`src/rtl/bsync_pkg.sv`:
```
package bsync_pkg;
  localparam logic [15:0] CRC16_POLY = 16'h8408;
  localparam logic [15:0] CRC16_GOOD = 16'hF0B8;
  localparam logic [31:0] CRC32_POLY = 32'hEDB88320;
  localparam logic [31:0] CRC32_GOOD = 32'hDEBB20E3;
endpackage

```
`src/rtl/bsync_hunt.sv`:
```
module bsync_hunt #(
  parameter int SYNC_MAX = 16,
  parameter int SLW = $clog2(SYNC_MAX + 1)
) (
  input  logic                clk_i,
  input  logic                rst_ni,
  input  logic                clear_i,
  input  logic                shift_i,
  input  logic                bit_i,
  input  logic [SLW-1:0]      len_i,
  input  logic [SYNC_MAX-1:0] pat_i,
  output logic                match_o
);
  logic [SYNC_MAX-2:0] sreg_q;
  logic [SYNC_MAX-1:0] shift_nxt, mask;

  assign shift_nxt = {sreg_q, bit_i};

  always_comb begin
    for (int i = 0; i < SYNC_MAX; i++) mask[i] = (int'(len_i) > i);
  end

  // match against the register value including the current bit
  assign match_o = shift_i && (((shift_nxt ^ pat_i) & mask) == '0);

  always_ff @(posedge clk_i or negedge rst_ni) begin
    if (!rst_ni)      sreg_q <= '0;
    else if (clear_i) sreg_q <= '0;
    else if (shift_i) sreg_q <= shift_nxt[SYNC_MAX-2:0];
  end
endmodule

```
`src/rtl/bsync_asm.sv`:
```
module bsync_asm #(
  parameter int CHAR_MAX = 8,
  parameter int CLW = $clog2(CHAR_MAX + 1)
) (
  input  logic                clk_i,
  input  logic                rst_ni,
  input  logic                clear_i,
  input  logic                step_i,
  input  logic                bit_i,
  input  logic [CLW-1:0]      len_i,
  output logic                last_o,
  output logic [CHAR_MAX-1:0] data_o
);
  logic [CLW-1:0]      cnt_q;
  logic [CHAR_MAX-1:0] acc_q;

  assign data_o = acc_q | (CHAR_MAX'(bit_i) << cnt_q);
  assign last_o = step_i && (cnt_q == len_i - CLW'(1));

  always_ff @(posedge clk_i or negedge rst_ni) begin
    if (!rst_ni) begin
      cnt_q <= '0;
      acc_q <= '0;
    end else if (clear_i || last_o) begin
      cnt_q <= '0;
      acc_q <= '0;
    end else if (step_i) begin
      cnt_q <= cnt_q + CLW'(1);
      acc_q <= data_o;
    end
  end
endmodule

```
`src/rtl/bsync_crc_lane.sv`:
```
module bsync_crc_lane #(
  parameter int             W    = 16,
  parameter logic [W-1:0]   POLY = '0,
  parameter logic [W-1:0]   GOOD = '0
) (
  input  logic clk_i,
  input  logic rst_ni,
  input  logic init_i,
  input  logic step_i,
  input  logic bit_i,
  input  logic commit_i,
  input  logic revert_i,
  output logic ok_o
);
  logic [W-1:0] work_q, keep_q, work_nxt, stepped;

  assign stepped  = (work_q >> 1) ^ ((work_q[0] ^ bit_i) ? POLY : '0);
  assign work_nxt = step_i ? stepped : work_q;
  assign ok_o     = (keep_q == GOOD);

  // work accumulates the open character; keep holds the last accepted boundary
  always_ff @(posedge clk_i or negedge rst_ni) begin
    if (!rst_ni) begin
      work_q <= '1;
      keep_q <= '1;
    end else if (init_i) begin
      work_q <= '1;
      keep_q <= '1;
    end else begin
      work_q <= revert_i ? keep_q : work_nxt;
      if (commit_i) keep_q <= work_nxt;
    end
  end
endmodule

```
`src/rtl/bsync_rx.sv`:
```
module bsync_rx
  import bsync_pkg::*;
#(
  parameter int SYNC_MAX = 16,
  parameter int CHAR_MAX = 8,
  parameter int SLW = $clog2(SYNC_MAX + 1),
  parameter int CLW = $clog2(CHAR_MAX + 1)
) (
  input  logic                clk_i,
  input  logic                rst_ni,
  input  logic                bit_en_i,
  input  logic                rxd_i,
  input  logic                hunt_i,
  input  logic                blk_start_i,
  input  logic [SLW-1:0]      sync_len_i,
  input  logic [SYNC_MAX-1:0] sync_pat_i,
  input  logic [CLW-1:0]      char_len_i,
  input  logic                strip_en_i,
  input  logic                crc32_sel_i,
  output logic [CHAR_MAX-1:0] char_o,
  output logic                char_valid_o,
  output logic                in_sync_o,
  output logic                crc_ok_o
);
  localparam int NLANE = 2;

  logic [SLW-1:0]      sync_eff;
  logic [CLW-1:0]      char_eff;
  logic                bit_ok, match, found, sync_step, char_end, drop, accept;
  logic [CHAR_MAX-1:0] asm_data;
  logic                in_sync_q, valid_q;
  logic [CHAR_MAX-1:0] char_q;
  logic [NLANE-1:0]    lane_ok;

  always_comb begin
    if (sync_len_i < SLW'(2))              sync_eff = SLW'(2);
    else if (sync_len_i > SLW'(SYNC_MAX))  sync_eff = SLW'(SYNC_MAX);
    else                                   sync_eff = sync_len_i;
    if (char_len_i == '0 || char_len_i > CLW'(CHAR_MAX)) char_eff = CLW'(CHAR_MAX);
    else                                                  char_eff = char_len_i;
  end

  // hunt wins over a bit in the same cycle
  assign bit_ok    = bit_en_i && !hunt_i;
  assign found     = bit_ok && !in_sync_q && match;
  assign sync_step = bit_ok && in_sync_q;
  assign drop      = char_end && strip_en_i && match;
  assign accept    = char_end && !drop;

  bsync_hunt #(.SYNC_MAX(SYNC_MAX), .SLW(SLW)) u_hunt (
    .clk_i   (clk_i),
    .rst_ni  (rst_ni),
    .clear_i (hunt_i),
    .shift_i (bit_ok),
    .bit_i   (rxd_i),
    .len_i   (sync_eff),
    .pat_i   (sync_pat_i),
    .match_o (match)
  );

  bsync_asm #(.CHAR_MAX(CHAR_MAX), .CLW(CLW)) u_asm (
    .clk_i   (clk_i),
    .rst_ni  (rst_ni),
    .clear_i (hunt_i),
    .step_i  (sync_step),
    .bit_i   (rxd_i),
    .len_i   (char_eff),
    .last_o  (char_end),
    .data_o  (asm_data)
  );

  for (genvar g = 0; g < NLANE; g++) begin : g_lane
    localparam int W = (g == 0) ? 16 : 32;
    localparam logic [W-1:0] POLY = (g == 0) ? W'(CRC16_POLY) : W'(CRC32_POLY);
    localparam logic [W-1:0] GOOD = (g == 0) ? W'(CRC16_GOOD) : W'(CRC32_GOOD);
    bsync_crc_lane #(.W(W), .POLY(POLY), .GOOD(GOOD)) u_lane (
      .clk_i    (clk_i),
      .rst_ni   (rst_ni),
      .init_i   (blk_start_i),
      .step_i   (sync_step),
      .bit_i    (rxd_i),
      .commit_i (accept),
      .revert_i (drop),
      .ok_o     (lane_ok[g])
    );
  end

  always_ff @(posedge clk_i or negedge rst_ni) begin
    if (!rst_ni) begin
      in_sync_q <= 1'b0;
      valid_q   <= 1'b0;
      char_q    <= '0;
    end else begin
      if (hunt_i)     in_sync_q <= 1'b0;
      else if (found) in_sync_q <= 1'b1;
      valid_q <= accept;
      if (accept) char_q <= asm_data;
    end
  end

  assign char_o       = char_q;
  assign char_valid_o = valid_q;
  assign in_sync_o    = in_sync_q;
  assign crc_ok_o     = crc32_sel_i ? lane_ok[1] : lane_ok[0];
endmodule

```
`config.mk`:
```
export PLATFORM = sky130hd
export DESIGN_NAME = bsync_rx
export DESIGN_NICKNAME = d
export VERILOG_FILES = /design/src/rtl/bsync_pkg.sv /design/src/rtl/bsync_hunt.sv /design/src/rtl/bsync_asm.sv /design/src/rtl/bsync_crc_lane.sv /design/src/rtl/bsync_rx.sv
export SDC_FILE = /design/constraint.sdc
export NUM_CORES = 1
export LEC_CHECK = 0
export BUFFER_PORTS_ARGS = -buffer_cell sky130_fd_sc_hd__buf_4
export CAP_MARGIN = 25
export CORE_MARGIN = 1
export CORE_UTILIZATION = 50
export DETAILED_ROUTE_END_ITERATION = 8
export PLACE_DENSITY_LB_ADDON = 0.05
export SYNTH_ARGS = -nofsm -noshare
export SYNTH_HDL_FRONTEND = slang
export SYNTH_SLANG_ARGS = --single-unit
```
`constraint.sdc`:
```
create_clock -name clk_i -period 4.4 [get_ports clk_i]
set_input_delay 0.22 -clock clk_i [delete_from_list [all_inputs] [get_ports clk_i]]
set_output_delay 0.22 -clock clk_i [all_outputs]
set_load 0.01 [all_outputs]
```
Word level (Yosys, flattened, before mapping)
Index checks and enable logic that the tools add are counted.
{"block": "totals", "reg_bits": 133, "input_bits": 33, "out_inout_bits": 11, "wordCells": 86}
{"block": "classes", "add_sub_neg": 2, "order_cmp": 19, "eq_ne": 3, "shift": 1, "muxes": 24, "bitwise": 7, "n_reduce_logical": 20}
{"operator": "32-bit two-way mux", "count": 6}
{"operator": "16-bit two-way mux", "count": 6}
{"operator": "5-bit by 4-bit greater-than comparator with 1-bit output (second input constant)", "count": 8}
{"operator": "32-bit equality test (second input constant)", "count": 1}
{"operator": "31-bit by 32-bit bitwise XOR with 32-bit output", "count": 1}
{"operator": "15-bit two-way mux", "count": 2}
{"operator": "5-bit by 3-bit greater-than comparator with 1-bit output (second input constant)", "count": 4}
{"operator": "16-bit bitwise AND", "count": 1}
{"operator": "16-bit equality test (second input constant)", "count": 1}
{"operator": "16-bit zero test", "count": 1}
{"operator": "8-bit two-way mux", "count": 2}
{"operator": "15-bit by 16-bit bitwise XOR with 16-bit output", "count": 1}
{"operator": "16-bit bitwise XOR", "count": 1}
{"operator": "4-bit two-way mux", "count": 3}
{"operator": "5-bit by 1-bit greater-than comparator with 1-bit output (second input constant)", "count": 2}
{"operator": "5-bit by 2-bit greater-than comparator with 1-bit output (second input constant)", "count": 2}
{"operator": "5-bit two-way mux", "count": 2}
{"operator": "1-bit logical AND", "count": 9}
{"operator": "8-bit bitwise OR", "count": 1}
{"operator": "2-bit nonzero test", "count": 4}
{"operator": "1-bit by 4-bit left shift with 8-bit output", "count": 1}
{"operator": "5-bit greater-than comparator (second input constant)", "count": 1}
{"operator": "5-bit by 2-bit < comparator with 1-bit output (second input constant)", "count": 1}
{"operator": "4-bit by 1-bit adder with 4-bit output (second input constant)", "count": 1}
{"operator": "other kinds (8)", "count": 14}

Longest topological paths before layout
Gate-level depths: netlist of the first run.
{"block": "depth", "word_depth": 12, "mapped_depth": 9, "ltp_nobuf": 7}

By module
A second synthesis of the first run with hierarchy kept.
{"block": "hier_totals", "cells_unflattened": 668, "area_unflattened_um2": 7213.2}
{"module": "bsync_crc_lane (g_lane[1].u_lane)", "n_inst": 1, "cells_per_inst": 310, "area_per_inst_um2": 3445.8, "seq_area_each_um2": 1681.6}
{"module": "bsync_crc_lane (g_lane[0].u_lane)", "n_inst": 1, "cells_per_inst": 151, "area_per_inst_um2": 1650.3, "seq_area_each_um2": 840.8}
{"module": "bsync_hunt", "n_inst": 1, "cells_per_inst": 97, "area_per_inst_um2": 937.1, "seq_area_each_um2": 375.4}
{"module": "bsync_asm", "n_inst": 1, "cells_per_inst": 73, "area_per_inst_um2": 708.2, "seq_area_each_um2": 300.3}
{"module": "bsync_rx", "n_inst": 1, "cells_per_inst": 37, "area_per_inst_um2": 471.7, "seq_area_each_um2": 250.2}

Worst setup path before layout of the first run
Ideal clock, no wire load.
{"block": "synth_path", "kind": "input to register", "startpoint": "in sync_len_i[1]", "endpoint": "reg g_lane[0].u_lane.work_q[0]", "setup_time_ns": 0.075, "t_arrival_ns": 2.178, "required_ns": 4.325, "setup_slack_ns": 2.147, "stages": 8, "n_path_buf": 3, "path_cell_list": "buf_2 -> a2111oi_2 -> o22ai_1 -> or4_4 -> nor4_4 -> buf_6 -> buf_12 -> mux2i_1"}
{"block": "synth_via", "elab_chain_len": 10, "word_cells_on_any_way": 26, "cone_classes": "order compare (18); mux (4); bitwise (1); reduce/logical (3)"}
{"element": "from (decl)", "line_no": "bsync_rx.sv:15", "rtl": "input logic [SLW-1:0] sync_len_i,"}
{"element": "5-bit greater-than comparator", "line_no": "bsync_rx.sv:37", "rtl": "else if (sync_len_i > SLW'(SYNC_MAX)) sync_eff = SLW'(SYNC_MAX);"}
{"element": "5-bit two-way mux", "line_no": "bsync_rx.sv:37"}
{"element": "5-bit two-way mux *", "line_no": "bsync_rx.sv:36", "rtl": "if (sync_len_i < SLW'(2)) sync_eff = SLW'(2);"}
{"element": "5-bit by 1-bit greater-than comparator with 1-bit output (tied with other cells)", "line_no": "bsync_hunt.sv:20", "rtl": "for (int i = 0; i < SYNC_MAX; i++) mask[i] = (int'(len_i) > i);"}
{"element": "16-bit bitwise AND *", "line_no": "bsync_hunt.sv:24", "rtl": "assign match_o = shift_i && (((shift_nxt ^ pat_i) & mask) == '0);"}
{"element": "16-bit zero test *", "line_no": "bsync_hunt.sv:24"}
{"element": "1-bit logical AND *", "line_no": "bsync_hunt.sv:24"}
{"element": "1-bit logical AND *", "line_no": "bsync_rx.sv:47", "rtl": "assign drop = char_end && strip_en_i && match;"}
{"element": "16-bit two-way mux *", "line_no": "bsync_crc_lane.sv:30", "rtl": "work_q <= revert_i ? keep_q : work_nxt;"}
{"element": "16-bit two-way mux *", "line_no": "bsync_crc_lane.sv:26", "rtl": "end else if (init_i) begin"}
{"element": "to (signal assigned)", "line_no": "bsync_crc_lane.sv:30"}
{"element": "to (decl)", "line_no": "bsync_crc_lane.sv:15", "rtl": "logic [W-1:0] work_q, keep_q, work_nxt, stepped;"}
Every way passes the cells marked *; elsewhere a longest branch is shown, timed or not.
A chain may end at the register's enable or synchronous reset.

Worst setup path in the final report of the first run
{"block": "layout_path", "startpoint": "reg u_hunt.sreg_q[1]", "endpoint": "reg g_lane[1].u_lane.work_q[9]"}
{"block": "layout_via", "elab_chain_len": 7}
{"element": "from (decl)", "line_no": "bsync_hunt.sv:14", "rtl": "logic [SYNC_MAX-2:0] sreg_q;"}
{"element": "from (signal assigned)", "line_no": "bsync_hunt.sv:29", "rtl": "else if (shift_i) sreg_q <= shift_nxt[SYNC_MAX-2:0];"}
{"element": "16-bit bitwise XOR", "line_no": "bsync_hunt.sv:24"}
{"element": "16-bit bitwise AND", "line_no": "bsync_hunt.sv:24"}
{"element": "16-bit zero test", "line_no": "bsync_hunt.sv:24"}
{"element": "1-bit logical AND", "line_no": "bsync_hunt.sv:24"}
{"element": "1-bit logical AND", "line_no": "bsync_rx.sv:47"}
{"element": "32-bit two-way mux", "line_no": "bsync_crc_lane.sv:30"}
{"element": "32-bit two-way mux", "line_no": "bsync_crc_lane.sv:26"}
{"element": "to (signal assigned)", "line_no": "bsync_crc_lane.sv:30"}
{"element": "to (decl)", "line_no": "bsync_crc_lane.sv:15"}
Every way passes these cells.

==> results of run 1 <==
power by group through the flow:
stage / Combinational [mW] / Clock (mW) / Sequential (mW)
final: 0.132 / 1.35 / 1.23
after global routing: 0.146 / 1.44 / 1.23
after CTS: 0.128 / 1.39 / 1.23
after detailed placement: 0.128 / 0 / 1.25
after global placement: 0.127 / 0 / 1.25
after floorplan: 0.0649 / 0 / 1.25
layer usage:
| metal | track usage, % | vias to the layer above | wire, um |
|---|---|---|---|
| met5 | 0 | - | 0 |
| met4 | 7.674 | 0 | 189 |
| met3 | 4.440 | 14 | 364 |
| met2 | 36.47 | 68 | 6711 |
| met1 | 28.28 | 2325 | 6669 |
| li1 | - | 2190 | - |
critical path: stages (launching register included):
cell and delay [ns]:
dfrtp_1 0.40, xnor2_1 0.17, o22ai_1 0.11, or4_4 0.59, nor4_4 0.26, buf_4 0.73
mux2i_1 0.29
registers in the layout, summed over array words and instances (netlist names):
register              count
char_o                    8
u_asm.acc_q               8
in_sync_o                 1
u_asm.cnt_q               4
u_hunt.sreg_q            15
g_lane.u_lane.keep_q     48
char_valid_o              1
g_lane.u_lane.work_q     48
logic make-up after synthesis:
group,after synthesis,share of synthesized area [%]
AOI/OAI and AO/OA,87,9.126
xor gates and xnor gates,40,5.173
adders and majority gates,2,0.3694
buffers and inverters,57,4.471
DFF,133,50.91
muxes,119,17.59
and+or+nand+nor,170,12.36
cell type report:
cell class              count  area [um2]  area share, %
clock inverters            10       108.9          1.403
flip-flops and latches    133        3448          44.44
inverters                  13       48.80         0.6289
well taps                 176       220.2          2.838
repair buffers             52       432.9          5.580
multi-input cells         418        3045          39.25
clock buffers              22       454.2          5.854
path summary, 6_finish.rpt:
check	depth (start not counted)	slack (ns)	to	from
max	6	1.70	g_lane[1].u_lane.work_q[9]$_DFF_PN1_	u_hunt.sreg_q[1]$_DFFE_PN0P_
min	2	0.15	u_hunt.sreg_q[4]$_DFFE_PN0P_	hunt_i
max reg2reg	6	1.70	g_lane[1].u_lane.work_q[9]$_DFF_PN1_	u_hunt.sreg_q[1]$_DFFE_PN0P_
min reg2reg	2	0.49	u_asm.acc_q[2]$_DFFE_PN0P_	u_asm.acc_q[2]$_DFFE_PN0P_
max in group asynchronous	4	3.05	g_lane[0].u_lane.keep_q[1]$_DFFE_PN1P_	rst_ni
min in group asynchronous	2	0.26	u_hunt.sreg_q[1]$_DFFE_PN0P_	rst_ni
metrics by stage:
step | std cells | area [um2] | hold slack, ns | total power, mW
after floorplan | 608 | 6773 | -0.07559 | 1.316
after global placement | 789 | 7143 | 0.4552 | 1.377
after detailed placement | 789 | 7143 | 0.4609 | 1.378
after CTS | 821 | 7706 | 0.01630 | 2.751
after global routing | 824 | 7759 | 0.1627 | 2.819
final | 824 | 7759 | 0.1478 | 2.718
layout by cell type (no fill, tap or decap), types with 5 or more instances in the layout:
cell         n
and2_1      33
nand2_1      7
inv_1       12
nand3_1      5
dfrtp_1     37
dfstp_2     96
xnor2_1     34
clkinv_2     5
a211oi_1    49
mux2i_1    119
nor2_1      95
nor3_1       6
a21oi_1     15
clkbuf_16   17
xor2_1       5
buf_4       48
==> impl_metrics.json, run 1 <==
{
  "setup_violations": 0,
  "cp-start-kind": "flop",
  "grt.total_usage_pct": 21.85,
  "worst_pin_slew_ns": 1.000,
  "synth_nets": 643,
  "grt_max_degree": 97,
  "pre_cts_slack_ns": 1.520,
  "power.density_nw_per_um2": 350.3,
  "finalNetCount": 670,
  "yosysTopAreaCell": "dfstp_2",
  "cts_resized": 0,
  "port-buffer-count": 43,
  "p_sw_share_pct": 21.83,
  "critPathRequiredTime_ns": 4.73,
  "ys_types": 48,
  "period_share_pct": 61.34,
  "grt_setup_unrepaired": "no",
  "grt_overflow_total": 0,
  "wl_per_cell_um": 16.91,
  "worst_slack_ns": 1.701,
  "ys.flop_type": "dfstp_2",
  "p_seq_share_pct": 45.3,
  "drv_slew": 0,
  "synth_seq_cells": 133,
  "antenna_found_initial": 0,
  "clkTransAtPathRegs_ns": 0.06,
  "gp_congestion": 0.8203,
  "ir_worst_vdd_mv": 0.2440,
  "syn_avg_cell_area_um2": 11.14,
  "wirelength_um": 13940,
  "hold_viol_final": 0,
  "via_count": 4597,
  "switchingPower_mw": 0.5934,
  "first_pass_iters": 6,
  "drive_above_1_share_pct": 28.24,
  "rows": 42,
  "ys.warnings.count": 0,
  "grt_pass1_vias": 4919,
  "yosysTopAreaCellShare_pct": 37.24,
  "async_flop_share_pct": 100.0,
  "crit_fanout": 48,
  "ys_seq_area_share_pct": 50.91,
  "clkSinkCount": 133,
  "leakage_nw": 2.757,
  "core_um2": 13240,
  "grt_first_pass_wirelength_um": 24310,
  "synthTopCellsByCount": "mux2i_1 (119), dfstp_2 (96), nor2_1 (95), a211oi_1 (49), dfrtp_1 (37)",
  "cts_tree": "yes",
  "cp.arrival_ns": 3.03,
  "h-tree-depth": 4,
  "diodes": 0,
  "fmax_ghz": 0.3705,
  "clock_path_buffers": 2,
  "violations": "DRC",
  "drc": 1,
  "viasPerCell": 5.579,
  "pin_count": 44,
  "dieArea_um2": 14020,
  "ant_nets": 0,
  "hp-class": "in2reg",
  "min_period_ns": 2.699,
  "clkPwrFrac_pct": 49.8,
  "worstSetupPathType": "reg2reg",
  "dp_hpwl_um": 8149,
  "root_buffer": "clkbuf_16",
  "initialDrtViolationCount": 240,
  "worst_clock_skew_ns": 0.008742,
  "cp-end-kind": "flop",
  "power.internal_mw": 2.124,
  "die_w_um": 118.4,
  "cts_setup_buffers": 0,
  "worstSkewPairLatency_ns": 0.42,
  "synth_cells": 608,
  "max_slew_margin_pct": 33.31,
  "synth_edf_count": 0,
  "cts_buffers": 17,
  "tns_ns": 0,
  "fill_cells": 1145,
  "initial_utilization_pct": 51.14,
  "post-route-util_pct": 58.59,
  "power_frac_comb_pct": 4.8,
  "area_growth_pct": 14.56,
  "status": "finished, violations left",
  "netlist_area_um2": 6773,
  "ctsHoldBuffers": 0,
  "drv_cap": 0,
  "yosysMostFrequentCell": "mux2i_1",
  "synthTopCellsByArea": "dfstp_2 (37%), mux2i_1 (18%), dfrtp_1 (14%)",
  "die_y_um": 118.4
}
No activity file was read; power rests on OpenSTA's default activity.
==> run 2, diff against run 1 <==
==> constraint.sdc (replaced) <==
create_clock -name clk_i -period 2.3 [get_ports clk_i]
set_input_delay 0.115 -clock clk_i [delete_from_list [all_inputs] [get_ports clk_i]]
set_output_delay 0.115 -clock clk_i [all_outputs]
set_load 0.01 [all_outputs]
==> run 2 against run 1 <==
  * The flow still finishes with violations (DRC)
  * Sequential cell count stayed put
  * Via count is 0.70% lower
  * Utilization is 2.1 points higher
  * Sequential share of layout area is 1.6 points lower
  * Power is 110% higher
  * Critical path type unchanged
  * Critical endpoint is now g_lane[0].u_lane.keep_q[11]$_DFFE_PN1P_
  * Highest routed layer unchanged
==> impl_metrics.json, run 2 (synthesis gave the netlist of run 1 again) <==
{
  "status": "finished, violations left",
  "via_count": 4565,
  "tns_ns": 0,
  "rows": 42,
  "dp_hpwl_um": 8718,
  "area_growth_pct": 18.71,
  "pin_count": 44,
  "clkSinkCount": 133,
  "pre_cts_slack_ns": -0.02744,
  "p_seq_share_pct": 41.5,
  "cpMaxStageDelayCell": "or4_4",
  "antenna_found_initial": 0,
  "initialDrtViolationCount": 205,
  "violations": "DRC",
  "path_cells": "xnor2_1 > o2111ai_1 > or4_4 > nor3_2 > a21oi_4 > buf_12 > mux2i_1",
  "max_slew_margin_pct": 60.57,
  "wl_per_cell_um": 16.78,
  "grt_overflow_total": 0,
  "drive_above_1_share_pct": 29.94,
  "port-buffer-count": 43,
  "worst_slack_ns": 0.1066,
  "clkPwrFrac_pct": 53.9,
  "wirelength_um": 13990,
  "min_period_ns": 2.193,
  "root_buffer": "clkbuf_16",
  "r2r_cells": 7,
  "grt.total_usage_pct": 22.03,
  "layout_commonest_cell": "mux2i_1",
  "hold_viol_final": 0,
  "fin_area_um2": 8040,
  "gp_congestion": 0.8193,
  "hp-class": "in2reg",
  "cp_top_family": "simple AND/OR/NAND/NOR gates",
  "grt_setup_unrepaired": "no",
  "critPathRequiredTime_ns": 2.64,
  "cp.arrival_ns": 2.53,
  "largest_registers": "g_lane.u_lane.keep_q: 48 flops, g_lane.u_lane.work_q: 48 flops, u_hunt.sreg_q: 15 flops",
  "grt_first_pass_wirelength_um": 24180,
  "power_frac_comb_pct": 4.6,
  "diodes": 0,
  "max_stage_delay_ns": 0.57,
  "crit_fanout": 34,
  "ant_nets": 0,
  "power.density_nw_per_um2": 707.3,
  "worstSetupPathType": "reg2reg",
  "whs_path_depth": 3,
  "clock_path_buffers": 2,
  "worst_clock_skew_ns": 0.008092,
  "ff2ff_setup_slack_ns": 0.11,
  "period_share_pct": 95.36,
  "grt_max_degree": 68,
  "cts_buffers": 17,
  "path_depth": 7,
  "switchingPower_mw": 1.181,
  "mostFrequentLayoutCells": "mux2i_1 (119), dfstp_2 (96), nor2_1 (95)",
  "leakage_nw": 2.890,
  "cp-end-kind": "flop",
  "drc": 1,
  "die_w_um": 118.4,
  "clkTransAtPathRegs_ns": 0.06,
  "core_um2": 13240,
  "drv_slew": 0,
  "worst_pin_slew_ns": 0.5914,
  "cts_tree": "yes",
  "drv_cap": 0,
  "finalNetCount": 680,
  "p_sw_share_pct": 20.77,
  "dieArea_um2": 14020,
  "power.internal_mw": 4.505,
  "cts_setup_buffers": 0,
  "grt_pass1_vias": 4873,
  "first_pass_iters": 6,
  "worstSkewPairLatency_ns": 0.42,
  "dpl_cell_area_um2": 7346,
  "viasPerCell": 5.474,
  "cp-start-kind": "flop",
  "whs_ns": 0.04777,
  "initial_utilization_pct": 51.14,
  "die_y_um": 118.4,
  "h-tree-depth": 4,
  "fmax_ghz": 0.4559,
  "ir_worst_vdd_mv": 0.5749,
  "setup_violations": 0,
  "path_buf_inv": 1
}
==> run 2: cell count changes in the layout (fill, tap and decap cells not counted), moves of 2 or more <==
| cell | before | now |
|---|---|---|
| clkbuf_1 | 4 | 1 |
| buf_12 | 1 | 10 |
| bufinv_16 | 2 | 5 |
| clkinv_2 | 5 | 3 |
| clkbuf_16 | 17 | 19 |
| buf_4 | 48 | 51 |
==> run 2: worst paths after layout <==
kind,from,to
setup / recovery,u_hunt.sreg_q[4]$_DFFE_PN0P_,g_lane[0].u_lane.keep_q[11]$_DFFE_PN1P_
hold / removal,rxd_i,u_hunt.sreg_q[0]$_DFFE_PN0P_
setup reg to reg,u_hunt.sreg_q[4]$_DFFE_PN0P_,g_lane[0].u_lane.keep_q[11]$_DFFE_PN1P_
hold reg to reg,u_asm.acc_q[5]$_DFFE_PN0P_,u_asm.acc_q[5]$_DFFE_PN0P_
max in group asynchronous,rst_ni,g_lane[1].u_lane.keep_q[20]$_DFFE_PN1P_
min in group asynchronous,rst_ni,char_valid_o$_DFF_PN0_
==> run 2: layout make-up <==
| type | instances | area, um2 |
|---|---|---|
| multi-input combinational | 418 | 3053 |
| inverter | 13 | 48.80 |
| timing repair buffer | 62 | 593.1 |
| sequential | 133 | 3448 |
| fill | 1123 | 5202 |
| clock buffer | 20 | 479.2 |
| clock inverter | 12 | 197.7 |
| tap | 176 | 220.2 |
==> run 2: metal layers <==
metal	vias up	wire [um]	track usage, %
met1	2272	6525	28.83
li1	2201	-	-
met4	0	159	6.883
met3	16	414	4.875
met5	-	0	0
met2	76	6896	36.47
==> run 2: metrics by stage <==
step                power [mW]  utilization, %  cells
floorplan                2.517               -    608
global route             5.872           60.71    834
CTS                      5.753           60.66    834
finish                   5.686           60.71    834
detailed placement       2.653           55.47    801
global placement         2.649           55.47    801
==> run 2: power by group through the flow <==
stage	combinational, mW	sequential (mW)	clock, mW
2_1_floorplan	0.124	2.39	0
3_3_place_gp	0.256	2.39	0
3_5_place_dp	0.261	2.39	0
4_1_cts	0.266	2.36	3.13
5_1_grt	0.290	2.36	3.23
6_report	0.262	2.36	3.07
==> run 2: timing repair <==
action                                  4_1_cts  5_1_grt
resized for setup                             0        1
pin swaps                                     1        0
hold buffers                                  1        0
hold endpoints to repair                     16        0
endpoints found under the setup margin       13       10
==> run 2: worst reg2reg max path: cells and delay by family (launching register included) <==
family / cells / cell delay, ns
and+or+nand+nor: 2 / 0.83
buffers and inverters: 1 / 0.21
muxes: 1 / 0.23
AOI/OAI and AO/OA: 2 / 0.26
DFF: 1 / 0.41
xor gates and xnor gates: 1 / 0.18
==> run 3, diff against run 2 <==
--- a/config.mk
+++ b/config.mk
@@ -5,6 +5,7 @@
 export SDC_FILE = /design/constraint.sdc
 export NUM_CORES = 1
 export LEC_CHECK = 0
+export ABC_AREA = 1
 export BUFFER_PORTS_ARGS = -buffer_cell sky130_fd_sc_hd__buf_4
 export CAP_MARGIN = 25
 export CORE_MARGIN = 1
==> run 3 against run 2 <==
  * The run now ends clean
  * Via count up 34%
  * Non-clock buffer count down 1
  * Synthesized area up 7.4%
  * Clock power about the same
  * Sequential cell count unchanged
  * Power down 0.53%
  * Critical path depth down 2
  * First-iteration DRC count up 90%
  * Critical endpoint is now crc_ok_o
==> impl_metrics.json, run 3 <==
{
  "status": "complete, no violations",
  "largest_registers": "g_lane.u_lane.keep_q: 48 flops, g_lane.u_lane.work_q: 48 flops, u_hunt.sreg_q: 15 flops",
  "critPathRequiredTime_ns": 2.18,
  "die_w_um": 122.6,
  "die_y_um": 122.6,
  "worst_clock_skew_ns": 0.005653,
  "cp-start-kind": "flop",
  "area_growth_pct": 16.78,
  "dieArea_um2": 15030,
  "ir_worst_vdd_mv": 0.4479,
  "fmax_ghz": 0.4768,
  "h-tree-depth": 4,
  "antenna_found_initial": 0,
  "drv_cap": 0,
  "drt-met1-wl_um": 7762,
  "route.met2.wl_um": 7702,
  "syn_avg_cell_area_um2": 7.702,
  "cpMaxStageDelayCell": "dfstp_2",
  "fill_cells": 1265,
  "synth_edf_count": 0,
  "yosysMostFrequentCell": "nand2_1",
  "yosysTopAreaCellShare_pct": 34.69,
  "mostFrequentLayoutCells": "nand2_1 (287), inv_1 (136), dfstp_2 (96)",
  "wl_per_cell_um": 14.04,
  "min_period_ns": 2.097,
  "pin_count": 44,
  "netlist_area_um2": 7271,
  "diodes": 0,
  "first_pass_iters": 5,
  "grt_first_pass_wirelength_um": 27970,
  "grt_setup_unrepaired": "no",
  "synthTopCellsByArea": "dfstp_2 (35%), nand2_1 (15%), dfrtp_1 (13%)",
  "max_stage_delay_ns": 0.54,
  "met3_length_um": 652,
  "drive_above_1_share_pct": 23.58,
  "viasPerCell": 5.272,
  "drv_slew": 0,
  "initialDrtViolationCount": 390,
  "hold_viol_final": 0,
  "cp-end-kind": "primary output",
  "top_layer_used": "met4",
  "path_buf_inv": 1,
  "layout_commonest_cell": "nand2_1",
  "cts_buffers": 17,
  "clock_path_buffers": 2,
  "power.density_nw_per_um2": 666.2,
  "cts_setup_buffers": 0,
  "synth_seq_cells": 133,
  "gp_congestion": 0.9352,
  "via_count": 6137,
  "ys_types": 32,
  "worstSkewPairLatency_ns": 0.41,
  "synthTopCellsByCount": "nand2_1 (287), inv_1 (136), dfstp_2 (96), nand3_1 (66), o21ai_0 (52)",
  "core_um2": 14040,
  "synth_cells": 944,
  "path_cells": "nand4_1 > nor4_1 > nand3_1 > o41ai_1 > buf_4",
  "worstSetupPathType": "reg2out",
  "initial_utilization_pct": 51.78,
  "clkSinkCount": 133,
  "grt_pass1_vias": 5977,
  "rows": 43,
  "crit_fanout": 2,
  "setup_violations": 0,
  "yosysTopAreaCell": "dfstp_2",
  "root_buffer": "clkbuf_16",
  "ant_nets": 0,
  "worst_slack_ns": 0.2028,
  "cp.arrival_ns": 1.98,
  "port-buffer-count": 43,
  "grt_overflow_total": 0,
  "worst_pin_slew_ns": 0.5483,
  "clkTransAtPathRegs_ns": 0.06,
  "hp-class": "in2reg",
  "finalNetCount": 1006,
  "post-route-util_pct": 60.47,
  "async_flop_share_pct": 100.0,
  "cp_top_family": "simple AND/OR/NAND/NOR gates",
  "synth_nets": 979,
  "grt.total_usage_pct": 23.75,
  "drc": 0,
  "grt_max_degree": 98,
  "ys_seq_area_share_pct": 47.43,
  "wirelength_um": 16340,
  "ys.flop_type": "dfstp_2",
  "period_share_pct": 91.18,
  "cts_tree": "yes",
  "leakage_nw": 4.248,
  "max_slew_margin_pct": 63.44,
  "ys.warnings.count": 0,
  "pre_cts_slack_ns": -0.06078,
  "dp_hpwl_um": 10090
}
-- run 3: path summary, 6_finish.rpt --
kind | start | endpoint | slack, ns | cells past startpoint
hold / removal | blk_start_i | g_lane[1].u_lane.keep_q[31]$_DFFE_PN1P_ | 0.03 | 4
hold reg to reg | char_o[4]$_DFFE_PN0P_ | char_o[4]$_DFFE_PN0P_ | 0.49 | 2
setup reg to reg | u_asm.cnt_q[1]$_DFFE_PN0P_ | g_lane[0].u_lane.keep_q[14]$_DFFE_PN1P_ | 0.29 | 12
setup / recovery | g_lane[1].u_lane.keep_q[17]$_DFFE_PN1P_ | crc_ok_o | 0.20 | 5
max in group asynchronous | rst_ni | g_lane[1].u_lane.keep_q[2]$_DFFE_PN1P_ | 1.22 | 3
min in group asynchronous | rst_ni | u_hunt.sreg_q[13]$_DFFE_PN0P_ | 0.23 | 2
-- run 3: cell type report --
class / instances / area (um2) / area share [%]
tap: 180 / 225.2 / 2.653
clock inverter: 15 / 235.2 / 2.770
inverter: 140 / 525.5 / 6.189
sequential: 133 / 3448 / 40.61
timing repair buffer: 61 / 583.1 / 6.867
multi-input combinational: 618 / 3048 / 35.90
clock buffer: 17 / 425.4 / 5.010
-- run 3: repair_timing --
| action | CTS | global route |
|---|---|---|
| endpoints found under the setup margin | 0 | 47 |
| hold buffers | 2 | 0 |
| resized for setup | 0 | 1 |
| hold endpoints to repair | 4 | 0 |
-- run 3: worst min-delay path, delay by kind of cell --
family / cells / cell delay, ns
and+or+nand+nor: 3 / 0.19
buffers and inverters: 1 / 0.10
-- run 3: cell families (layout without fill, tap and decap cells) --
family	after synthesis	after routing	synth area share [%]
xor+xnor	23	23	2.771
compound gates	140	140	11.58
simple gates	453	453	27.05
buf+inv	193	233	10.82
fa+ha+maj	2	2	0.3441
flops	133	133	47.43
-- run 3: metrics by stage --
step / std cells / hold WS [ns] / power [mW] / setup TNS (ns) / area, um2
finish: 1164 / 0.02795 / 5.656 / 0 / 8491
global route: 1164 / 0.03925 / 5.854 / 0 / 8491
CTS: 1164 / 0.01267 / 5.723 / 0 / 8486
detailed placement: 1130 / 0.1295 / 2.654 / -2.289 / 7805
global placement: 1129 / 0.1217 / 2.646 / 0 / 7790
floorplan: 944 / -0.1806 / 2.510 / 0 / 7271
-- run 3: report_power, final --
| group | total [mW] | leakage [nW] | internal (mW) | switching [mW] |
|---|---|---|---|---|
| clock network | 3.04 | 0.326 | 2.02 | 1.01 |
| logic | 0.261 | 2.40 | 0.0891 | 0.172 |
| registers | 2.36 | 1.53 | 2.35 | 0.00315 |
| total | 5.66 | 4.25 | 4.47 | 1.19 |
-- run 3: routing by layer --
layer | up-vias | GRT usage, %
li1 | 3050 | -
met3 | 19 | 4.136
met5 | - | 0
met4 | 0 | 9.527
met2 | 133 | 38.80
met1 | 2935 | 31.23
